[src/rtl/term_mmio_pkg.sv]
package term_mmio_pkg;

    localparam int BUS_W  = 32;
    localparam int CHAR_W = 8;
    localparam int WIN_W  = 4;   // address bits spanned by the register window

    typedef enum logic [2:0] {
        REG_NONE,
        REG_KB_CTRL,
        REG_KB_DATA,
        REG_DSP_CTRL,
        REG_DSP_DATA
    } reg_sel_e;

    typedef enum logic [1:0] {
        TXS_IDLE,
        TXS_SEND,
        TXS_DRAIN
    } tx_state_e;

    typedef struct packed {
        logic ie;
        logic ready;
    } ctrl_bits_t;

    function automatic logic [BUS_W-1:0] pack_ctrl(input ctrl_bits_t c);
        return {{(BUS_W-2){1'b0}}, c.ie, c.ready};
    endfunction

    function automatic logic [BUS_W-1:0] widen_char(input logic [CHAR_W-1:0] ch);
        return {{(BUS_W-CHAR_W){1'b0}}, ch};
    endfunction

endpackage

[src/rtl/term_addr_dec.sv]
module term_addr_dec
    import term_mmio_pkg::*;
#(
    parameter logic [BUS_W-1:0] BASE_ADDR = 32'hFFFF_0000
) (
    input  logic [BUS_W-1:0] addr,
    output reg_sel_e         sel
);
    localparam int IDX_LO = 2;

    logic in_window;
    assign in_window = (addr[BUS_W-1:WIN_W] == BASE_ADDR[BUS_W-1:WIN_W])
                    && (addr[IDX_LO-1:0] == '0);

    always_comb begin
        sel = REG_NONE;
        if (in_window) begin
            case (addr[WIN_W-1:IDX_LO])
                2'd0:    sel = REG_KB_CTRL;
                2'd1:    sel = REG_KB_DATA;
                2'd2:    sel = REG_DSP_CTRL;
                default: sel = REG_DSP_DATA;
            endcase
        end
    end
endmodule

[src/rtl/term_rx_slot.sv]
module term_rx_slot
    import term_mmio_pkg::*;
(
    input  logic              clk,
    input  logic              rst,
    input  logic              kb_valid,
    input  logic [CHAR_W-1:0] kb_data,
    output logic              kb_ready,
    input  logic              take,
    input  logic              ie_wr,
    input  logic              ie_val,
    output ctrl_bits_t        ctrl,
    output logic [CHAR_W-1:0] held
);
    logic full_q;
    logic ie_q;
    logic [CHAR_W-1:0] byte_q;

    assign kb_ready = !full_q;

    always_ff @(posedge clk) begin
        if (rst) begin
            full_q <= 1'b0;
            ie_q   <= 1'b0;
            byte_q <= '0;
        end else begin
            if (ie_wr) ie_q <= ie_val;
            if (kb_valid && !full_q) begin
                full_q <= 1'b1;
                byte_q <= kb_data;
            end else if (take) begin
                full_q <= 1'b0;
            end
        end
    end

    assign ctrl.ready = full_q;
    assign ctrl.ie    = ie_q;
    assign held       = byte_q;
endmodule

[src/rtl/term_tx_slot.sv]
module term_tx_slot
    import term_mmio_pkg::*;
(
    input  logic              clk,
    input  logic              rst,
    input  logic              load,
    input  logic [CHAR_W-1:0] load_char,
    input  logic              ie_wr,
    input  logic              ie_val,
    output logic              dsp_valid,
    output logic [CHAR_W-1:0] dsp_data,
    input  logic              dsp_ready,
    output ctrl_bits_t        ctrl
);
    tx_state_e state_q;
    logic ie_q;
    logic [CHAR_W-1:0] byte_q;

    always_ff @(posedge clk) begin
        if (rst) begin
            state_q <= TXS_IDLE;
            ie_q    <= 1'b0;
            byte_q  <= '0;
        end else begin
            if (ie_wr) ie_q <= ie_val;
            case (state_q)
                TXS_IDLE: if (load) begin
                    byte_q  <= load_char;
                    state_q <= TXS_SEND;
                end
                TXS_SEND: if (dsp_ready) state_q <= TXS_DRAIN;
                default:  state_q <= TXS_IDLE;
            endcase
        end
    end

    assign dsp_valid  = (state_q == TXS_SEND);
    assign dsp_data   = byte_q;
    assign ctrl.ready = (state_q == TXS_IDLE);
    assign ctrl.ie    = ie_q;
endmodule

[src/rtl/term_mmio_ctrl.sv]
module term_mmio_ctrl
    import term_mmio_pkg::*;
#(
    parameter logic [31:0] BASE_ADDR = 32'hFFFF_0000
) (
    input  logic        clk,
    input  logic        rst,
    input  logic        bus_sel,
    input  logic        bus_we,
    input  logic [31:0] bus_addr,
    input  logic [31:0] bus_wdata,
    output logic [31:0] bus_rdata,
    input  logic        kb_valid,
    input  logic [7:0]  kb_data,
    output logic        kb_ready,
    output logic        dsp_valid,
    output logic [7:0]  dsp_data,
    input  logic        dsp_ready,
    output logic        irq
);
    localparam int IE_BIT = 1;

    reg_sel_e          sel;
    ctrl_bits_t        kb_ctrl;
    ctrl_bits_t        dsp_ctrl;
    logic [CHAR_W-1:0] kb_held;
    logic              rd, wr;

    assign rd = bus_sel && !bus_we;
    assign wr = bus_sel &&  bus_we;

    term_addr_dec #(.BASE_ADDR(BASE_ADDR)) u_dec (
        .addr (bus_addr),
        .sel  (sel)
    );

    term_rx_slot u_rx (
        .clk      (clk),
        .rst      (rst),
        .kb_valid (kb_valid),
        .kb_data  (kb_data),
        .kb_ready (kb_ready),
        .take     (rd && sel == REG_KB_DATA),
        .ie_wr    (wr && sel == REG_KB_CTRL),
        .ie_val   (bus_wdata[IE_BIT]),
        .ctrl     (kb_ctrl),
        .held     (kb_held)
    );

    term_tx_slot u_tx (
        .clk       (clk),
        .rst       (rst),
        .load      (wr && sel == REG_DSP_DATA),
        .load_char (bus_wdata[CHAR_W-1:0]),
        .ie_wr     (wr && sel == REG_DSP_CTRL),
        .ie_val    (bus_wdata[IE_BIT]),
        .dsp_valid (dsp_valid),
        .dsp_data  (dsp_data),
        .dsp_ready (dsp_ready),
        .ctrl      (dsp_ctrl)
    );

    always_comb begin
        case (sel)
            REG_KB_CTRL:  bus_rdata = pack_ctrl(kb_ctrl);
            REG_KB_DATA:  bus_rdata = widen_char(kb_held);
            REG_DSP_CTRL: bus_rdata = pack_ctrl(dsp_ctrl);
            default:      bus_rdata = '0;
        endcase
    end

    assign irq = (kb_ctrl.ready & kb_ctrl.ie) | (dsp_ctrl.ready & dsp_ctrl.ie);
endmodule

[config.mk]
export PLATFORM = sky130hd
export DESIGN_NAME = term_mmio_ctrl
export DESIGN_NICKNAME = d
export VERILOG_FILES = /design/src/rtl/term_mmio_pkg.sv /design/src/rtl/term_addr_dec.sv /design/src/rtl/term_rx_slot.sv /design/src/rtl/term_tx_slot.sv /design/src/rtl/term_mmio_ctrl.sv
export SDC_FILE = /design/constraint.sdc
export NUM_CORES = 1
export LEC_CHECK = 0
export ABC_CLOCK_PERIOD_IN_PS = 4070
export BUFFER_PORTS_ARGS = -buffer_cell sky130_fd_sc_hd__clkbuf_2
export CORE_MARGIN = 2
export CORE_UTILIZATION = 39
export CTS_CLUSTER_SIZE = 8
export DETAILED_ROUTE_END_ITERATION = 6
export PLACE_DENSITY = 0.78
export SYNTH_ARGS = -nofsm -noshare
export SYNTH_HDL_FRONTEND = slang
export SYNTH_HIERARCHICAL = 1
export SYNTH_SLANG_ARGS = --single-unit
[constraint.sdc]
create_clock -name clk -period 4.07 [get_ports clk]
set_clock_uncertainty 0.15 [all_clocks]
set_input_delay 0.814 -clock clk [delete_from_list [all_inputs] [get_ports clk]]
set_output_delay 0.814 -clock clk [all_outputs]
set_load 0.05 [all_outputs]
==> metrics.md <==
| Metric | Value |
|---|---|
| Max VDD drop | 186.7 uV |
| Distinct cells, synth | 35 |
| Wl on met1 | around 1200 um |
| Clock sink count | 21 |
| Slew @ Worst Pin | 0.5204 ns |
| Number of synthesized register bits | 21 |
| Setup CP Type | input pin to output pin |
| CP arrival | around 3 ns |
| # diodes | 0 |
| Placer congestion estimate | 0.7366 |
| Reg-to-Reg End | u_rx/held[3]$_SDFFE_PP0P_ |
| Initial DRC Count | 39 |
| LEAKAGE | about 0.87 nW |
| Routed WL | about 2900 um |
| TritonRoute pass-1 iters | 4 |
| Hold_buf cts | 0 |
| Top Metal Used | met3 |
| CP Launch Point | bus_addr[1] |
| Vias in the first global route | 1267 |
| Total Routing Usage GR | ~15% |
| Fin. Hold Viols | 0 |
| Via density | 4.462 |
| Worst hold path type | register to register |
| # setup viols final | 0 |
| CP Capture Type | output pin |
| Fraction of layout cells with a size suffix above 1 | approximately 45% |
| DP HPWL | 2356 um |
| Crit path max fanout | 7 |
| Synth warnings | 6 |
| Final worst path period share | 97.36% |
| CTS buffer count | 3 |
| Row count | 22 |
| GRT overflow | 0 |
| Final Util | 52.14% |
| EDFF count, synth | 0 |
| FMAX | between 200 and 300 MHz |
| Async SR Flop Fraction | 0% |
| Max_cap viols | 0 |
| Die width | 66.13 um |
| Cells after synthesis | 160 |
| Largest net degree at the start of global routing | 38 |
| R2R depth | 2 |
| Worst Setup EP | bus_rdata[6] |
| P&R area growth vs syn | 27.76% |
| Netlist Area Pre-Place | 0.001505 mm^2 |
| PD cells | around 240 mW/mm^2 |
| Final Max Tran Viols | 0 |
| # H-tree levels | 1 |
| Sequential share of the synthesized area | 27.93% |
| Worst-path clk slew | around 0.07 ns |
| Setup tns final | 0 ns |
| Post-DR wirelength/cell | 10.44 um |
| CTS tree | built |
| Layout Nets | 313 |
| RSZ-0062 raised after global routing | false |
| Worst EP required | 3.11 ns |
| Status | complete, no violations |
| R2r setup slk | 2.81 ns |
| Vias | 1245 |
| Metal3 WL | ~240 um |
| Fin crit period | 3.963 ns |
| Clock Tree Root | clkbuf_8 |
| Antenna-violating nets left | 0 |
| Drt drc | 0 |
| Die area | 0.004373 mm^2 |
| Longest Clk Path Bufs | 2 |
| Syn avg cell area | 9.407 um^2 |
| I/O pins | 121 |
| Ys flop type | dfxtp_1 |
| Core ar. | ~0.0037 mm^2 |
| Worst skew pair latency | about 0.26 ns |
| Slew margin rel. | between 60 and 70% |
| Die Y | 66.13 um |
| I/O Buffers | 72 |
| Initial antenna violation count | 0 |
| Routed wl met2 | 1451 um |
| R2R Path Start | u_rx/full_q$_SDFFE_PP0P_ |
| First-pass GRT wire length | 5230 um |
| Initial core utilization | 40.81% |
| Critical Path Start Type | input pin |
==> report_power, final <==
group | switching, W | total [W] | internal, W
combinational | 0.0000758 | 0.000111 | 0.0000349
clock | 0.0000681 | 0.000137 | 0.0000690
sequential | 0.00000447 | 0.000215 | 0.000211
==> placed cells by master (no fill, tap or decap) <==
cell / Yosys / layout
dfxtp_1: 21 / 21
nor3_1: 4 / 3
a211oi_1: 3 / 1
and4_1: 1 / 1
nor4b_1: 2 / 2
clkbuf_8: 0 / 3
or4b_1: 1 / 1
nand2_1: 2 / 2
nor3b_4: 1 / 1
nor2_1: 8 / 8
nor3b_2: 1 / 1
mux2i_1: 12 / 12
nor4b_2: 1 / 1
nand4bb_1: 8 / 8
nand3_1: 1 / 1
clkinvlp_4: 0 / 1
nand4b_1: 1 / 1
buf_12: 0 / 2
o21ai_2: 8 / 8
clkbuf_4: 0 / 5
or4_4: 1 / 1
nor4_4: 0 / 1
a22o_1: 1 / 1
a211oi_4: 0 / 2
and3b_1: 1 / 1
conb_1: 1 / 24
nand2b_1: 25 / 25
nand4_1: 2 / 2
buf_2: 1 / 1
and2b_4: 1 / 1
and2_2: 6 / 6
inv_1: 5 / 5
nand4b_4: 1 / 1
buf_4: 27 / 5
nor2b_1: 1 / 1
ha_1: 3 / 3
nor4_1: 1 / 1
a21oi_1: 2 / 2
nor3_2: 0 / 1
clkbuf_2: 0 / 64
==> worst min path at each step <==
stage                                  startpoint                            end  slack [ns]  depth (start not counted)
global route            u_rx/held[5]$_SDFFE_PP0P_      u_rx/held[5]$_SDFFE_PP0P_        0.35                          2
finish                  u_rx/held[7]$_SDFFE_PP0P_      u_rx/held[7]$_SDFFE_PP0P_        0.32                          2
floorplan               u_rx/held[2]$_SDFFE_PP0P_      u_rx/held[2]$_SDFFE_PP0P_        0.30                          2
global placement    u_tx/dsp_data[1]$_SDFFE_PP0P_  u_tx/dsp_data[1]$_SDFFE_PP0P_        0.31                          2
CTS                     u_rx/held[2]$_SDFFE_PP0P_      u_rx/held[2]$_SDFFE_PP0P_        0.33                          2
detailed placement      u_rx/held[2]$_SDFFE_PP0P_      u_rx/held[2]$_SDFFE_PP0P_        0.32                          2
==> timing repair <==
action	4_1_cts	5_1_grt
buffers inserted	0	0
resized for setup	0	12
setup endpoints to repair	0	8
==> worst max-delay path, stage by stage <==
cell	delay (ns)
clkbuf_2	0.08
or4b_1	0.52
or4_4	0.54
buf_4	0.16
nor3_1	0.19
buf_4	0.20
nor3b_4	0.08
and2_2	0.21
clkbuf_4	0.20
==> synth_stat cells, types with 2 or more instances <==
cell,number,area [um^2]
buf_4,27,202.7
inv_1,5,18.77
nand2_1,2,7.510
nor3_1,4,20.02
nor4b_1,2,17.52
buf_6,4,45.04
nand2b_1,25,156.4
mux2i_1,12,120.1
nand4bb_1,8,90.09
a21oi_1,2,10.01
and2_2,6,45.04
a211oi_1,3,22.52
dfxtp_1,21,420.4
ha_1,3,37.54
nor2_1,8,30.03
nand4_1,2,12.51
o21ai_2,8,70.07
==> layer usage <==
layer | GRT usage (%) | vias up
met4 | 0.7653 | 0
met1 | 16.06 | 561
met2 | 28.00 | 45
li1 | - | 639
met5 | 0 | -
met3 | 5.281 | 0
==> layout make-up <==
type / count / area (um^2)
sequential: 21 / 420.4
tap: 48 / 60.06
clock buffer: 3 / 41.29
inverter: 5 / 18.77
timing repair buffer: 77 / 440.4
multi-input combinational: 124 / 934.6
fill: 361 / 1765
clock inverter: 1 / 7.507
==> per-stage QoR <==
step                      total power (W)  cell area [um^2]  setup slack (ns)  hold slack, ns  instances
after global routing            0.0004893              1923          0.009957          0.3492        279
final                           0.0004630              1923            0.1073          0.3218        279
after CTS                       0.0004694              1906           0.03860          0.3257        279
after detailed placement        0.0003305              1857           0.04713          0.3153        275
after floorplan                 0.0003188              1625           0.04754          0.2990        183
after global placement          0.0003289              1857           0.05879          0.3067        275
==> logic make-up after synthesis <==
group                    synth area share [%]
AND/OR/NAND/NOR                         35.66
flip-flops                              27.93
AO/OA/AOI/OAI                           7.398
multiplexers                            7.980
adder cells (fa/ha/maj)                 2.494
buffers and inverters                   18.29
other                                  0.2491
==> flip-flops by register name, indices dropped and copies added, names as in the netlist <==
| name | count |
|---|---|
| u_rx/held | 8 |
| u_tx/dsp_data | 8 |
| u_tx/state_q | 2 |
| u_rx/full_q | 1 |
| u_rx/ie_q | 1 |
| u_tx/ie_q | 1 |
No activity file was read; power rests on OpenSTA's default activity.
